<file path="src/rtl/radd_pkg.sv">
package radd_pkg;

    localparam int HW_W   = 16;
    localparam int RIDX_W = 4;
    localparam int AMT_W  = 6;

    localparam logic [RIDX_W-1:0] REG_SP = RIDX_W'(13);
    localparam logic [RIDX_W-1:0] REG_PC = RIDX_W'(15);

    typedef enum logic [2:0] {
        SK_LSL = 3'd0,
        SK_LSR = 3'd1,
        SK_ASR = 3'd2,
        SK_ROR = 3'd3,
        SK_RRX = 3'd4
    } shift_kind_e;

    typedef struct packed {
        shift_kind_e        kind;
        logic [AMT_W-1:0]   amt;
    } shift_t;

    typedef struct packed {
        logic               ok;
        logic [RIDX_W-1:0]  rd;
        logic [RIDX_W-1:0]  rn;
        logic [RIDX_W-1:0]  rm;
        logic               setf;
        shift_t             sh;
        logic               to_sp;
        logic               to_cmpneg;
        logic               unpred;
    } dec_t;

    localparam dec_t DEC_NONE = '0;

    // Resolve a 2-bit type and 5-bit immediate into a shift kind and amount.
    function automatic shift_t resolve_shift(input logic [1:0] ty, input logic [4:0] imm);
        shift_t s;
        s.amt = {1'b0, imm};
        case (ty)
            2'b00: s.kind = SK_LSL;
            2'b01: begin
                s.kind = SK_LSR;
                if (imm == 5'd0) s.amt = AMT_W'(32);
            end
            2'b10: begin
                s.kind = SK_ASR;
                if (imm == 5'd0) s.amt = AMT_W'(32);
            end
            default: begin
                if (imm == 5'd0) begin
                    s.kind = SK_RRX;
                    s.amt  = AMT_W'(1);
                end else begin
                    s.kind = SK_ROR;
                end
            end
        endcase
        return s;
    endfunction

endpackage

</file>
<file path="src/rtl/radd_narrow_dec.sv">
module radd_narrow_dec
    import radd_pkg::*;
(
    input  logic [HW_W-1:0] hw,
    input  logic            in_grp,
    input  logic            grp_last,
    output dec_t            dec
);
    localparam logic [6:0] PAT_THREE = 7'b0001100;
    localparam logic [7:0] PAT_TWO   = 8'b01000100;

    logic             is_three;
    logic             is_two;
    logic [RIDX_W-1:0] two_d;
    logic [RIDX_W-1:0] two_m;

    assign is_three = (hw[15:9] == PAT_THREE);
    assign is_two   = (hw[15:8] == PAT_TWO);
    assign two_d    = {hw[7], hw[2:0]};
    assign two_m    = hw[6:3];

    always_comb begin
        dec = DEC_NONE;
        if (is_three) begin
            dec.ok      = 1'b1;
            dec.rm      = {1'b0, hw[8:6]};
            dec.rn      = {1'b0, hw[5:3]};
            dec.rd      = {1'b0, hw[2:0]};
            dec.setf    = ~in_grp;
            dec.sh.kind = SK_LSL;
        end else if (is_two) begin
            dec.ok      = 1'b1;
            dec.rd      = two_d;
            dec.rn      = two_d;
            dec.rm      = two_m;
            dec.sh.kind = SK_LSL;
            dec.to_sp   = (two_d == REG_SP) || (two_m == REG_SP);
            dec.unpred  = ((two_d == REG_PC) && (two_m == REG_PC)) ||
                          ((two_d == REG_PC) && in_grp && !grp_last);
        end
    end

endmodule

</file>
<file path="src/rtl/radd_wide_dec.sv">
module radd_wide_dec
    import radd_pkg::*;
(
    input  logic [HW_W-1:0] hw_hi,
    input  logic [HW_W-1:0] hw_lo,
    output dec_t            dec
);
    localparam logic [10:0] PAT_WIDE = 11'b11101011000;

    logic              s_bit;
    logic [RIDX_W-1:0] f_rn;
    logic [RIDX_W-1:0] f_rd;
    logic [RIDX_W-1:0] f_rm;
    logic [4:0]        raw_amt;

    assign s_bit   = hw_hi[4];
    assign f_rn    = hw_hi[3:0];
    assign f_rd    = hw_lo[11:8];
    assign f_rm    = hw_lo[3:0];
    assign raw_amt = {hw_lo[14:12], hw_lo[7:6]};

    always_comb begin
        dec = DEC_NONE;
        if (hw_hi[15:5] == PAT_WIDE) begin
            dec.ok        = 1'b1;
            dec.setf      = s_bit;
            dec.rn        = f_rn;
            dec.rd        = f_rd;
            dec.rm        = f_rm;
            dec.sh        = resolve_shift(hw_lo[5:4], raw_amt);
            dec.to_cmpneg = (f_rd == REG_PC) && s_bit;
            dec.to_sp     = (f_rn == REG_SP);
            dec.unpred    = ((f_rd == REG_PC) && !s_bit) || (f_rn == REG_PC) ||
                            (f_rm == REG_PC) || hw_lo[15];
        end
    end

endmodule

</file>
<file path="src/rtl/radd_decoder.sv">
module radd_decoder
    import radd_pkg::*;
(
    input  logic              clk,
    input  logic              rst,
    input  logic              in_valid,
    input  logic [15:0]       hw_first,
    input  logic [15:0]       hw_second,
    input  logic              in_grp,
    input  logic              grp_last,
    output logic              dec_valid,
    output logic [3:0]        rd,
    output logic [3:0]        rn,
    output logic [3:0]        rm,
    output logic              set_flags,
    output logic [2:0]        shift_kind,
    output logic [5:0]        shift_amt,
    output logic              redir_sp,
    output logic              redir_cmpneg,
    output logic              unpred
);
    logic is_wide;
    dec_t narrow_d;
    dec_t wide_d;
    dec_t next_d;
    dec_t q;

    // 32-bit encodings start with 11101, 11110 or 11111.
    assign is_wide = (hw_first[15:13] == 3'b111) && (hw_first[12:11] != 2'b00);

    radd_narrow_dec u_narrow (
        .hw       (hw_first),
        .in_grp   (in_grp),
        .grp_last (grp_last),
        .dec      (narrow_d)
    );

    radd_wide_dec u_wide (
        .hw_hi (hw_first),
        .hw_lo (hw_second),
        .dec   (wide_d)
    );

    always_comb begin
        if (!in_valid)    next_d = DEC_NONE;
        else if (is_wide) next_d = wide_d;
        else              next_d = narrow_d;
    end

    always_ff @(posedge clk) begin
        if (rst) q <= DEC_NONE;
        else     q <= next_d;
    end

    assign dec_valid    = q.ok;
    assign rd           = q.rd;
    assign rn           = q.rn;
    assign rm           = q.rm;
    assign set_flags    = q.setf;
    assign shift_kind   = q.sh.kind;
    assign shift_amt    = q.sh.amt;
    assign redir_sp     = q.to_sp;
    assign redir_cmpneg = q.to_cmpneg;
    assign unpred       = q.unpred;

    AST_IDLE_CLEARS: assert property (@(posedge clk) disable iff (rst)
        !in_valid |=> !dec_valid && !unpred && !redir_sp);
    AST_THREE_FLAGS: assert property (@(posedge clk) disable iff (rst)
        (in_valid && hw_first[15:9] == 7'b0001100) |=> dec_valid && (set_flags == !$past(in_grp)));
    AST_TWO_NOFLAG: assert property (@(posedge clk) disable iff (rst)
        (in_valid && hw_first[15:8] == 8'b01000100) |=> dec_valid && !set_flags && (rn == rd));
    AST_SHIFT_AMT_NONZERO: assert property (@(posedge clk) disable iff (rst)
        (dec_valid && (shift_kind == 3'd1 || shift_kind == 3'd2 || shift_kind == 3'd4)) |-> shift_amt != 6'd0);
    AST_CMPNEG_SRC: assert property (@(posedge clk) disable iff (rst)
        redir_cmpneg |-> (rd == 4'd15) && set_flags && dec_valid);
    AST_AMT_RANGE: assert property (@(posedge clk) disable iff (rst)
        shift_amt <= 6'd32);

endmodule

</file>
<file path="config.mk">
export PLATFORM = sky130hd
export DESIGN_NAME = radd_decoder
export DESIGN_NICKNAME = d
export VERILOG_FILES = /design/src/rtl/radd_pkg.sv /design/src/rtl/radd_narrow_dec.sv /design/src/rtl/radd_wide_dec.sv /design/src/rtl/radd_decoder.sv
export SDC_FILE = /design/constraint.sdc
export NUM_CORES = 1
export LEC_CHECK = 0
export BUFFER_PORTS_ARGS = -buffer_cell sky130_fd_sc_hd__buf_2
export CORE_MARGIN = 2
export CORE_UTILIZATION = 40
export CTS_BUF_LIST = sky130_fd_sc_hd__clkbuf_8
export CTS_CLUSTER_DIAMETER = 30
export DETAILED_ROUTE_END_ITERATION = 16
export PLACE_DENSITY = 0.77
export SETUP_SLACK_MARGIN = 0.5
export SLEW_MARGIN = 20
export SYNTH_ARGS = -nofsm -noshare
export SYNTH_HDL_FRONTEND = slang
export SYNTH_SLANG_ARGS = --single-unit
</file>
<file path="constraint.sdc">
create_clock -name clk -period 1.3 [get_ports clk]
set_input_delay 0.13 -clock clk [delete_from_list [all_inputs] [get_ports clk]]
set_output_delay 0.13 -clock clk [all_outputs]
set_load 0.005 [all_outputs]
</file>
; Word-level counts from Yosys, hierarchy flattened
; Index checks and enable logic that the tools add are counted.
; W data, S select, Z words.
[word_totals]
register_bits = 26
out_inout_bits = 26
wordCells = 61
in_bits = 37
[classes]
mux = 14
eq_ne = 14
reduce_logical = 19
bitwise_logic = 4
[op_table]
columns = cell, count
row1 = $mux W26, 2
row2 = $eq A4 B4 Y1 const B, 8
row3 = $mux W13, 2
row4 = $pmux W6 S2, 1
row5 = $eq A11 B11 Y1 const B, 1
row6 = $pmux W3 S3, 1
row7 = $eq A8 B7 Y1 const B, 1
row8 = $eq A7 B4 Y1 const B, 1
row9 = $logic_and A1 B1 Y1, 6
row10 = $mux W6, 1
row11 = $logic_not A5 Y1, 1
row12 = $logic_or A1 B1 Y1, 5
row13 = $mux W1, 5
row14 = $mux W5, 1
row15 = $not A1 Y1, 4
row16 = $reduce_or A2 Y1, 2
row17 = $reduce_or A4 Y1, 1
row18 = $eq A3 B3 Y1 const B, 1
row19 = $mux W3, 1
row20 = $eq A2 B1 Y1 const B, 1
row21 = $eq A2 B2 Y1 const B, 1
row22 = $logic_not A1 Y1, 2
row23 = $logic_not A2 Y1, 1
row24 = $reduce_bool A2 Y1, 1

; Logic depth before layout (Yosys ltp)
[depth]
word_depth = 7
ltp_mapped = 6
mapped_depth_nobuf = 4

; Modules after synthesis
; A second synthesis with hierarchy kept.
[hier_totals]
cells_unflattened = 214
area_unflattened_um2 = 2038.2
[by_module_without_submodules]
columns = mod, cells_per_inst, seq_area_each_um2, instances, area_each_um2
row1 = radd_decoder, 119, 520.5, 1, 1278.7
row2 = radd_wide_dec, 48, 0.0, 1, 409.1
row3 = radd_narrow_dec, 47, 0.0, 1, 350.3

; Least setup slack after synthesis
; OpenSTA, ideal clock, no wires.
[synth_path]
kind = input to register
from = in hw_first[10]
to = reg q, in the netlist shift_kind[0]
setup_ns = 0.064
path_stages = 5
arrival_time_ns = 1.288
path_buffers = 1
required_ns = 1.236
setup_slack_ns = -0.052
path_cell_list = or4bb_1 -> nor4_4 -> buf_6 -> a21bo_1 -> nor2_1
[synth_between]
elab_chain_cells = 3
[synth_lines]
columns = item, line
row1 = from (decl), radd_decoder.sv:7  ; input logic [15:0] hw_first,
row2 = $eq A11 B11 Y1, radd_wide_dec.sv:24  ; if (hw_hi[15:5] == PAT_WIDE) begin
row3 = $not A1 Y1 (no source line), --
row4 = $reduce_or A4 Y1 (no source line), --
row5 = to (signal assigned), radd_decoder.sv:52  ; else q <= next_d;
row6 = to (decl), radd_decoder.sv:26  ; dec_t q;
; Every way passes these cells.
; A chain may end at the register's enable or synchronous reset.

; Worst setup path in the final report
; Ends and elaborated chain as after synthesis.

==> impl_metrics.json <==
{
  "outcome": "completed",
  "grt_overflow": 0,
  "ys_seq_area_share_pct": 48.2,
  "netlist_instances": 98,
  "period_share_pct": 95.5,
  "grtUsageMet2_pct": 32.5,
  "syn_to_final_growth_pct": 53.5,
  "layout.cells.non_filler": 208,
  "syn_area_mm2": 0.00108,
  "cpMostUsedCell": "buf_6",
  "cts-root-buf": "clkbuf_8",
  "finalWirelength_mm": 2.80,
  "hold_start": "in_grp",
  "clock.fmax_mhz": 805,
  "postLayoutSetupSlackWorst_ns": 0.0585,
  "met3_usage_pct": 3.02,
  "ys_warn_count": 0,
  "synth.top_cell.area_share_pct": 48.2,
  "switching_share_pct": 21.1,
  "path_clk_slew_ns": 0.09,
  "hold_violations": 0,
  "cp.arrival_ns": 1.44,
  "slowest_stage": "or4bb_4",
  "fin_hold_ws_ns": 0.0527,
  "max_stage_delay_ns": 0.54,
  "finalMaxSlewViolations": 0,
  "placed_area_mm2": 0.00151,
  "htreeDepth": 1,
  "end_kind": "flop",
  "port_buffers": 62,
  "maxCapViolations": 0,
  "via_count": 1092,
  "slew_headroom_pct": 82.1,
  "grt_use_met1_pct": 19.8,
  "p_clk_share_pct": 34.3,
  "die_x_um": 56.0,
  "synth_edf_count": 0,
  "pwr-share-comb_pct": 11.2,
  "rows": 18,
  "drive_gt1_share_pct": 58.4,
  "yosys-top-cells-area": "dfxtp_1, a22o_1, ha_1, and2_1, a22o_2",
  "cp_max_fo": 5,
  "internal_power_uw": 1150,
  "final_cell_area_mm2": 0.00166,
  "required_ns": 1.50,
  "power_density_mw_per_mm2": 880,
  "hp-class": "primary input to flop",
  "setup.worst_path.class": "primary input to flop",
  "worst_slew_pin_slew_ns": 0.266,
  "cts_tree": "done",
  "fillers": 219,
  "p_leak_uw": 0.000855,
  "crit_buf_inv": 2,
  "drtIter0Drc": 31,
  "place.gp.congestion": 0.849,
  "crit_family": "simple AND/OR/NAND/NOR gates",
  "via_per_inst": 5.25,
  "critPathLaunchType": "primary input",
  "pwr-share-seq_pct": 54.6,
  "fin_nets": 220,
  "rsz0062_at_grt": "true",
  "grt.busiest_layer": "met2",
  "core-area_mm2": 0.00252,
  "final_antenna_net_count": 0,
  "p_switching_uw": 308,
  "synthMostInstantiatedCell": "dfxtp_1",
  "ios": 63,
  "cts.sinks": 26,
  "post_drt_wl_per_cell_um": 13.5,
  "first_pass_iters": 4,
  "drc": 0,
  "post-route-util_pct": 65.7,
  "ys_top_cells_by_count": "dfxtp_1, a22o_1, nor2_1",
  "grt_usage_pct": 17.3,
  "grt_start_max_net_pins": 15,
  "dp_cells": 200,
  "grt_pass1_wl_mm": 4.47,
  "setup_viol": 0,
  "min_period_ns": 1.24,
  "async_flop_share_pct": 0,
  "cp_cell_sequence": "buf_6 > or4bb_4 > nor4_4 > buf_6 > a21bo_1 > nor2_1",
  "dp_slack_ns": -0.252,
  "ir_drop_mv": 0.566,
  "yosysUniqueCellTypes": 36,
  "yosysTopAreaCell": "dfxtp_1",
  "cts-buffers-inserted": 3,
  "grt_pass1_vias": 1062,
  "die_y_um": 56.0,
  "die-area_mm2": 0.00313,
  "start_util_pct": 42.8,
  "clk_path_buf_depth": 2,
  "avgSynthCellArea_um2": 11.0,
  "syn-num-nets": 139,
  "ys.flop_type": "dfxtp_1",
  "antenna_found_initial": 0,
  "diodes": 0,
  "dp_hpwl_mm": 2.20,
  "cp-startpoint": "hw_first[10]",
  "hold_buffers": 0,
  "ys_ff_latch": 26
}
==> repair_timing <==
| action | in CTS | in global routing |
|---|---|---|
| setup buffers | 3 | 0 |
| pin swaps | 1 | 1 |
| resized for setup | 6 | 12 |
| hold endpoints to repair | 0 | 0 |
| setup endpoints to repair | 52 | 52 |
| cloned | 1 | 0 |
==> power groups by stage <==
stage / Clock (uW) / Sequential, uW / Combinational, uW
floorplan: 0 / 815 / 44.0
global placement: 0 / 815 / 144
detailed placement: 0 / 815 / 151
CTS: 506 / 796 / 160
global route: 535 / 796 / 180
finish: 500 / 796 / 163
==> stage by stage <==
stage	TNS (ns)	power, uW
floorplan	-0.0905	859
global placement	-2.76	960
detailed placement	-3.95	967
CTS	0	1460
global route	-0.00799	1510
finish	0	1460
==> metal layers <==
layer | up-vias | share of wire, %
met3 | 4 | 8.0
met2 | 55 | 53
met1 | 501 | 38
li1 | 532 | -
met5 | - | 0
met4 | 0 | 1.0
==> layout make-up <==
class,count,area (um^2),area share (%)
Clock buffer,4,55.1,3.32
Inverter,3,11.3,0.679
Multi-Input combinational cell,67,542,32.7
Sequential cell,26,529,31.9
Tap cell,30,37.5,2.26
Timing Repair Buffer,78,483,29.1
==> worst paths after layout <==
path / to / slack, ns / cells after the start
worst max-delay path: shift_kind[0] / 0.06 / 6
worst min-delay path: set_flags / 0.05 / 2
==> flip-flops by register name, summed over array words and instances, names as in the netlist <==
signal and count:
rn 4, rm 4, redir_cmpneg 1, dec_valid 1, shift_kind 3, set_flags 1
rd 4, unpred 1, redir_sp 1, shift_amt 6
==> kinds of logic after synthesis <==
kind of cell / Yosys count / share of synthesized area (%)
buffers and inverters: 5 / 3.13
DFF: 26 / 48.2
AOI/OAI and AO/OA: 28 / 22.5
and+or+nand+nor: 35 / 21.6
adders and majority gates: 4 / 4.64
==> layout by cell type (no fill, tap or decap), drive strengths merged, types with 3 or more instances in the layout <==
cell / synthesis / final
a22o: 11 / 11
and2: 5 / 5
clkbuf: 0 / 4
ha: 4 / 4
and3: 4 / 4
nand2: 3 / 3
inv: 3 / 3
o21ai: 3 / 3
dfxtp: 26 / 26
nor2: 8 / 8
buf: 2 / 78
No activity file was read; power rests on OpenSTA's default activity.
